`src/rtl/fpsn_pkg.sv`:
```
package fpsn_pkg;
  localparam int DBL_W      = 64;
  localparam int SGL_W      = 32;
  localparam int DBL_EXP_W  = 11;
  localparam int SGL_EXP_W  = 8;
  localparam int DBL_FRAC_W = DBL_W - 1 - DBL_EXP_W;
  localparam int SGL_FRAC_W = SGL_W - 1 - SGL_EXP_W;
  localparam int DBL_BIAS   = (1 << (DBL_EXP_W - 1)) - 1;
  localparam int SGL_BIAS   = (1 << (SGL_EXP_W - 1)) - 1;
  // subnormal band of biased double exponents
  localparam int SUB_HI     = DBL_BIAS - SGL_BIAS;
  localparam int SUB_LO     = SUB_HI - (SGL_FRAC_W - 1);
  localparam int MANT_W     = DBL_FRAC_W + 1;
  localparam int MAX_SHIFT  = SGL_FRAC_W;
  localparam int SHIFT_W    = $clog2(MAX_SHIFT + 1);
  // direct-path slice: skip sign, exp msb and the extra exponent bits
  localparam int DIR_TOP    = DBL_W - 3 - (DBL_EXP_W - SGL_EXP_W);
  localparam int DIR_BOT    = DIR_TOP - (SGL_W - 3);

  typedef enum logic [1:0] {
    PATH_DIRECT = 2'd0,
    PATH_FLUSH  = 2'd1,
    PATH_SUB    = 2'd2
  } path_e;
endpackage

```
`src/rtl/fpsn_classify.sv`:
```
module fpsn_classify
  import fpsn_pkg::*;
(
  input  logic [DBL_W-1:0]   dbl_i,
  output path_e              path_o,
  output logic [SHIFT_W-1:0] shift_o
);
  logic [DBL_EXP_W-1:0] exp_f;
  logic                 mag_zero;
  int unsigned          exp_u;

  assign exp_f    = dbl_i[DBL_W-2 -: DBL_EXP_W];
  assign mag_zero = (dbl_i[DBL_W-2:0] == '0);
  assign exp_u    = 32'(exp_f);

  always_comb begin
    shift_o = '0;
    if (exp_u > SUB_HI || mag_zero) begin
      path_o = PATH_DIRECT;
    end else if (exp_u >= SUB_LO) begin
      path_o  = PATH_SUB;
      shift_o = SHIFT_W'(SUB_HI + 1 - exp_u);
    end else begin
      path_o = PATH_FLUSH;
    end
  end
endmodule

```
`src/rtl/fpsn_pack.sv`:
```
module fpsn_pack
  import fpsn_pkg::*;
(
  input  logic [DBL_W-1:0] dbl_i,
  input  path_e            path_i,
  output logic [SGL_W-1:0] word_o
);
  always_comb begin
    if (path_i == PATH_FLUSH) word_o = {dbl_i[DBL_W-1], {(SGL_W-1){1'b0}}};
    else                      word_o = {dbl_i[DBL_W-1 -: 2], dbl_i[DIR_TOP:DIR_BOT]};
  end
endmodule

```
`src/rtl/fpsn_sub_engine.sv`:
```
module fpsn_sub_engine
  import fpsn_pkg::*;
(
  input  logic               clk_i,
  input  logic               rst_ni,
  input  logic               load_i,
  input  logic               sign_i,
  input  logic [MANT_W-1:0]  mant_i,
  input  logic [SHIFT_W-1:0] shift_i,
  output logic               busy_o,
  output logic               fin_o,
  output logic [SGL_W-1:0]   word_o
);
  logic [MANT_W-1:0]  mant_q, mant_nx;
  logic [SHIFT_W-1:0] cnt_q;
  logic               sign_q, busy_q;

  assign mant_nx = mant_q >> 1;
  assign busy_o  = busy_q;
  assign fin_o   = busy_q && (cnt_q == SHIFT_W'(1));
  // packed from the value after the final shift
  assign word_o  = {sign_q, {SGL_EXP_W{1'b0}}, mant_nx[MANT_W-2 -: SGL_FRAC_W]};

  always_ff @(posedge clk_i or negedge rst_ni) begin
    if (!rst_ni) begin
      mant_q <= '0;
      cnt_q  <= '0;
      sign_q <= 1'b0;
      busy_q <= 1'b0;
    end else if (load_i) begin
      mant_q <= mant_i;
      cnt_q  <= shift_i;
      sign_q <= sign_i;
      busy_q <= 1'b1;
    end else if (busy_q) begin
      mant_q <= mant_nx;
      cnt_q  <= cnt_q - SHIFT_W'(1);
      if (cnt_q == SHIFT_W'(1)) busy_q <= 1'b0;
    end
  end

  AST_CNT_RANGE: assert property (@(posedge clk_i) disable iff (!rst_ni)
    busy_q |-> (cnt_q >= SHIFT_W'(1) && cnt_q <= SHIFT_W'(MAX_SHIFT)));
  AST_CNT_STEP: assert property (@(posedge clk_i) disable iff (!rst_ni)
    (busy_q && cnt_q != SHIFT_W'(1)) |=> (busy_q && cnt_q == $past(cnt_q) - SHIFT_W'(1)));
endmodule

```
`src/rtl/fp_store_narrow.sv`:
```
module fp_store_narrow
  import fpsn_pkg::*;
(
  input  logic             clk_i,
  input  logic             rst_ni,
  input  logic             start_i,
  input  logic [DBL_W-1:0] dbl_i,
  output logic             busy_o,
  output logic             done_o,
  output logic [SGL_W-1:0] word_o
);
  path_e              path;
  logic [SHIFT_W-1:0] shift_amt;
  logic [SGL_W-1:0]   pack_word, sub_word, word_q;
  logic               accept, sub_load, sub_busy, sub_fin, done_q;

  fpsn_classify u_classify (
    .dbl_i   (dbl_i),
    .path_o  (path),
    .shift_o (shift_amt)
  );

  fpsn_pack u_pack (
    .dbl_i  (dbl_i),
    .path_i (path),
    .word_o (pack_word)
  );

  assign accept   = start_i && !sub_busy;
  assign sub_load = accept && (path == PATH_SUB);

  fpsn_sub_engine u_engine (
    .clk_i   (clk_i),
    .rst_ni  (rst_ni),
    .load_i  (sub_load),
    .sign_i  (dbl_i[DBL_W-1]),
    .mant_i  ({1'b1, dbl_i[DBL_FRAC_W-1:0]}),
    .shift_i (shift_amt),
    .busy_o  (sub_busy),
    .fin_o   (sub_fin),
    .word_o  (sub_word)
  );

  always_ff @(posedge clk_i or negedge rst_ni) begin
    if (!rst_ni) begin
      word_q <= '0;
      done_q <= 1'b0;
    end else if (accept && !sub_load) begin
      word_q <= pack_word;
      done_q <= 1'b1;
    end else if (sub_fin) begin
      word_q <= sub_word;
      done_q <= 1'b1;
    end else begin
      done_q <= 1'b0;
    end
  end

  assign busy_o = sub_busy;
  assign done_o = done_q;
  assign word_o = word_q;

  AST_BUSY_ENDS_DONE: assert property (@(posedge clk_i) disable iff (!rst_ni)
    busy_o |=> (busy_o || done_o));
  AST_SUB_EXP_ZERO: assert property (@(posedge clk_i) disable iff (!rst_ni)
    (done_o && $past(busy_o)) |-> (word_o[SGL_W-2 -: SGL_EXP_W] == '0));
  AST_IDLE_HOLD: assert property (@(posedge clk_i) disable iff (!rst_ni)
    (!busy_o && !start_i) |=> ($stable(word_o) && !done_o));
  AST_NO_DONE_WHILE_BUSY: assert property (@(posedge clk_i) disable iff (!rst_ni)
    (busy_o && $past(busy_o)) |-> !done_o);
endmodule

```
`config.mk`:
```
export PLATFORM = sky130hd
export DESIGN_NAME = fp_store_narrow
export DESIGN_NICKNAME = d
export VERILOG_FILES = /design/src/rtl/fpsn_pkg.sv /design/src/rtl/fpsn_classify.sv /design/src/rtl/fpsn_pack.sv /design/src/rtl/fpsn_sub_engine.sv /design/src/rtl/fp_store_narrow.sv
export SDC_FILE = /design/constraint.sdc
export NUM_CORES = 1
export LEC_CHECK = 0
export CAP_MARGIN = 25
export CORE_MARGIN = 2
export CORE_UTILIZATION = 45
export DETAILED_ROUTE_END_ITERATION = 10
export PLACE_DENSITY = 0.84
export SKIP_LAST_GASP = 1
export SLEW_MARGIN = 20
export SYNTH_ARGS = -nofsm -noshare
export SYNTH_HDL_FRONTEND = slang
export SYNTH_HIERARCHICAL = 1
export SYNTH_SLANG_ARGS = --single-unit
```
`constraint.sdc`:
```
create_clock -name clk_i -period 2.8 [get_ports clk_i]
set_input_delay 0.56 -clock clk_i [delete_from_list [all_inputs] [get_ports clk_i]]
set_output_delay 0.56 -clock clk_i [all_outputs]
set_load 0.01 [all_outputs]
```
---- Yosys cells after proc, flatten, opt, wreduce, memory -nomap -nowiden ----
Index checks and enable logic that the tools add are counted.
operators by class
  add/subtract/negate cells ............... 2
  bitwise logic cells ..................... 0
  magnitude comparators ................... 2
  shift-type cells ........................ 0
  equality and inequality tests ........... 3
  mux-type cells .......................... 16
  reductions and logical operators ........ 10
  $mul .................................... 0
  divide/modulo/power cells ............... 0
operator list
  cell                                                                               number
  53-bit 2-to-1 mux                                                                  2
  32-bit 2-to-1 mux                                                                  2
  63-bit logical NOT                                                                 1
  31-bit 2-to-1 mux                                                                  1
  5-bit 2-to-1 mux                                                                   4
  11-bit by 10-bit >= comparator with 1-bit output, second input constant            1
  11-bit by 10-bit greater-than comparator with 1-bit output, second input constant  1
  5-bit by 1-bit == test with 1-bit output, second input constant                    1
  1-bit 2-to-1 mux                                                                   5
  1-bit by 5-bit subtractor with 5-bit output, first input constant                  1
  5-bit by 1-bit subtractor with 5-bit output, second input constant                 1
  1-bit logical AND                                                                  4
  2-bit 2-to-1 mux                                                                   2
  2-bit nonzero test                                                                 2
  2-bit by 1-bit == test with 1-bit output, second input constant                    1
  2-bit == test, second input constant                                               1
  1-bit logical NOT                                                                  2
  1-bit logical OR                                                                   1
storage, ports and cells
  register bits ........................... 93
  memories ................................ 0
  bits in latches ......................... 0
  RAM bits ................................ 0
  output and inout bits ................... 34
  ROM bits ................................ 0

---- Depth between registers and ports, before layout ----
  depth after elaboration ................. 8
  depth in mapped cells ................... 12

---- Cells and area by module ----
The synthesis kept the hierarchy.
by module, submodules not included
  module           times used  area an instance (µm²)  cells each
  fp_store_narrow  1           1893.1                  109
  fpsn_sub_engine  1           1495.2                  145
  fpsn_classify    1           305.3                   44
  fpsn_pack        1           300.3                   36

---- Worst setup path after synthesis ----
OpenSTA, ideal clock, no wires.
  kind .................................... input-to-reg
  from .................................... input port dbl_i[58]
  to ...................................... register u_engine.sign_q
  cell stages on the path ................. 7
  path buffers ............................ 1
  arrival time ............................ 2.356 ns
  setup slack ............................. 0.319 ns
  path through ............................ or4_1 nor2_2 a211oi_1 nand2b_1 nor3b_1 buf_2 mux2_2
on the way
  word-level cells in the longest chain between the ends .. 5
  elaborated cells on any way between the ends .. 8
  those cells by class .................... order compare (2); eq/ne (1); mux (2); reduce/logical (3)
ends and longest elaborated chain
  what                                                                            line                                      RTL
  start, declared                                                                 fp_store_narrow.sv:7                      input logic [DBL_W-1:0] dbl_i,
  11-bit by 10-bit >= comparator with 1-bit output, or another cell as far along  fpsn_classify.sv:20                       end else if (exp_u >= SUB_LO) begin
  2-bit 2-to-1 mux / 1-bit logical OR (equally long branches)                     fpsn_classify.sv:20, fpsn_classify.sv:18
  2-bit 2-to-1 mux (*)                                                            fpsn_classify.sv:18                       if (exp_u > SUB_HI || mag_zero) begin
  net path[0]                                                                     fp_store_narrow.sv:12                     path_e path;
  2-bit == test (*)                                                               fp_store_narrow.sv:30                     assign sub_load = accept && (path == PATH_SUB);
  1-bit logical AND (*)                                                           fp_store_narrow.sv:30
  net sub_load                                                                    fp_store_narrow.sv:15                     logic accept, sub_load, sub_busy, sub_fin, done_q;
  end signal, assigned                                                            fpsn_sub_engine.sv:33                     sign_q <= sign_i;
  end, declared                                                                   fpsn_sub_engine.sv:16                     logic sign_q, busy_q;
Mark *: on every way through the listed nets, which the timed path passes. The rest lies on a longest branch.
A chain may end at the register's enable or synchronous reset.

---- Worst setup path in the final report ----
  from .................................... input port dbl_i[61]
  to ...................................... register u_engine.mant_q[52]
on the way
  word-level cells in the longest chain between the ends .. 6
  elaborated cells on any way between the ends .. 10
  those cells by class .................... order compare (2); eq/ne (1); mux (3); reduce/logical (4)
ends and longest elaborated chain
  what                                                                            line                                      RTL
  11-bit by 10-bit >= comparator with 1-bit output, or another cell as far along  fpsn_classify.sv:20
  2-bit 2-to-1 mux / 1-bit logical OR (equally long branches)                     fpsn_classify.sv:20, fpsn_classify.sv:18
  2-bit 2-to-1 mux (*)                                                            fpsn_classify.sv:18
  net path[0]                                                                     fp_store_narrow.sv:12
  2-bit == test (*)                                                               fp_store_narrow.sv:30
  1-bit logical AND (*)                                                           fp_store_narrow.sv:30
  net sub_load                                                                    fp_store_narrow.sv:15
  53-bit 2-to-1 mux / 2-bit nonzero test (equally long branches)                  n/a
  end signal, assigned                                                            fpsn_sub_engine.sv:31                     mant_q <= mant_i;
  end signal, assigned                                                            fpsn_sub_engine.sv:36                     mant_q <= mant_nx;
  end, declared                                                                   fpsn_sub_engine.sv:14                     logic [MANT_W-1:0] mant_q, mant_nx;
Marks and branches as above.

==> reports/qor.txt <==
Total Routing Usage GR: 21.70%
CTS Root Cell: clkbuf_8
Status: complete, no violations
Number of diodes: 0
CORE AREA: 8678 um^2
Skew-Pair Late Insertion Delay: 350 ps
Critical Path RT: 3010 ps
Commonest non-fill, non-tap cell in the layout: clkdlybuf4s50_1
Area delta synth->final: 44.02%
Predominant post-synthesis flop cell: dfrtp_1
Finished Layout Cells: 595
Leakage power: 2.554 nW
VDD IR max: 0.3471 mV
Die extent in x: 98.21 um
MaxCap Viol Count: 0
Initial core utilization: 46.02%
Final Slew Violations: 0
Clk buf depth: 2
Global-route wire length before repair: 16590 um
Die area: 9645 um^2
Pwr/cell area: 763.9 nW/um^2
Seq/Total Area, Yosys: 39.47%
Fin crit share: 96.39%
Power share of the sequential group: 35.2%
Avg WL per Cell: 17.90 um
Most frequent cells in the layout: 96 x clkdlybuf4s50_1, 63 x dfrtp_1, 58 x mux2_4
Vias per cell: 5.235
Final net count: 553
Crit start category: input pin
Port Buf Inserts: 100
Net Sw Frac: 30.71%
Inst Count DP: 577
GPL Wtd Cong: 0.8166
Final HPWL DP: 7683 um
Largest net degree at the start of global routing: 31
CTS tree: done
Worst-margin pin slew: 721.9 ps
Switching power of the nets: 1.349 mW
FP Rows: 34
Gate Count Post-Synth: 334
TritonCTS Buffers: 9
Synth Cell Area: 3994 um^2
Crit. Startpoint: dbl_i[61]
Min-Delay Path Class: in -> async
Reg clk slew, reported paths: 80 ps
# hold bufs at CTS: 0
Pint: 3.045 mW
Seq cells post-synth: 63
Final Setup Violations: 0
Filler instances: 625
H-Tree Depth: 3
Reg-to-reg endpoint: word_o[24]
Worst setup slack after layout: 101.1 ps
Synth Area per Inst: 11.96 um^2
FFs w/ async S/R, synth: 100.0%
Slew margin rel.: 51.87%
Crit path to: u_engine/mant_q[52]
R2r worst-path depth: 7
I/O pins: 101
Yosys Warn Count: 6
CP max FO: 12
CP arrival: 2910 ps
1st-iter DRT viols: 149
Hold Vio Cnt, Final: 0
Part of the power in the clock network: 20.7%
Gr ovfl total: 0
Vias in the first global route: 3341
Die Ht: 98.21 um
Combinational share of power: 44.1%
Worst setup EP type: flop
Via Count: 3115
Layout Skew: 10.21 ps
Drt first pass iters: 4
EDFF count, synth: 0
Clock Sink Count: 63
Fin crit period: 2699 ps
Pre-CTS setup slack: -484.4 ps
Design Power: 4.394 mW
Remaining antenna violation count: 0
Setup TNS: 0 ps
CP Class: in -> reg
Fmax: 0.3705 GHz
Synth cell types: 44
Reg2reg setup slack: 580 ps
Routed WL: 10650 um
Layout cells sized above 1: 36.96%
Initial antenna violation count: 0
RR Startpoint: u_engine/cnt_q[1]
DRC viols: 0
Final core utilization: 66.28%
## per-stage QoR
step	instance area, um^2	hold WS [ps]
final	5752	261.0
after global routing	5752	298.9
after CTS	5669	269.3
after detailed placement	5413	523.8
after global placement	5413	503.9
after floorplan	4020	264.4
## synthesized netlist by cell type, drive strengths merged (4+ instances only)
master  number  share of area (%)
and2        31                6.1
xor2         4               0.88
ha           4                1.3
nor4        14                2.2
mux2i       22                5.5
inv          5               0.47
dfrtp       63                 39
nand2b       5               0.97
buf         27                6.2
o21ai       29                3.6
mux2        66                 24
nand2       30                2.8
## layer usage
| layer | part of all wire (%) | track usage [%] |
|---|---|---|
| met1 | 41 | 26.09 |
| met2 | 51 | 38.78 |
| met3 | 5.1 | 4.724 |
| met4 | 2.4 | 6.849 |
| met5 | 0 | 0 |
## final cells by class
type	instances	area (um^2)	area share, %
multi-input combinational	244	2255	39.20
sequential	63	1577	27.41
timing repair buffer	159	1543	26.82
clock buffer	13	158.9	2.763
tap	108	135.1	2.349
clock inverter	3	65.06	1.131
inverter	5	18.77	0.3263
## registers in the layout, summed over array words and instances (netlist names)
name	cells
done_o	1
u_engine/busy_o	1
u_engine/cnt_q	5
u_engine/mant_q	23
u_engine/sign_q	1
word_o	32
## critical path, cell delays in order
cell and delay [ps]:
clkdlybuf4s50_1 460, nor4_1 350, nand4_1 210, nor4_2 300, a211oi_2 120, nand2b_4 180, nor3b_4 240, buf_6 170
buf_12 130, nand2b_1 110, o21ai_0 80
## how the worst min path moves through the flow
stage	startpoint	endpoint	slack, ps	depth (start not counted)
4_1_cts	rst_ni	word_o[7]	270	1
3_5_place_dp	u_engine/sign_q	u_engine/sign_q	520	1
3_3_place_gp	u_engine/sign_q	u_engine/sign_q	500	1
2_1_floorplan	rst_ni	done_o	260	0
5_1_grt	rst_ni	word_o[7]	300	1
6_report	rst_ni	done_o	260	1
## power by group through the flow
stage	clock network [mW]	registers, mW	logic, mW
floorplan	0	1.56	1.12
global placement	0	1.53	1.85
detailed placement	0	1.55	1.92
CTS	0.913	1.54	1.94
global route	0.960	1.59	2.07
finish	0.908	1.55	1.94
## cell families after synthesis
kind of cell,Yosys count,synth area share [%]
XOR/XNOR,6,1.316
AO/OA/AOI/OAI,40,5.514
multiplexers,88,29.57
buffers and inverters,34,6.830
adder cells (fa/ha/maj),4,1.253
AND/OR/NAND/NOR,97,15.85
flip-flops,63,39.47
other,2,0.1880
## what timing repair did
action,in CTS,in global routing
pin swaps,1,5
gates cloned,0,1
gates resized for setup,5,10
endpoints found under the setup margin,60,57
setup buffers,0,1
(Power assumes the default switching activity.)
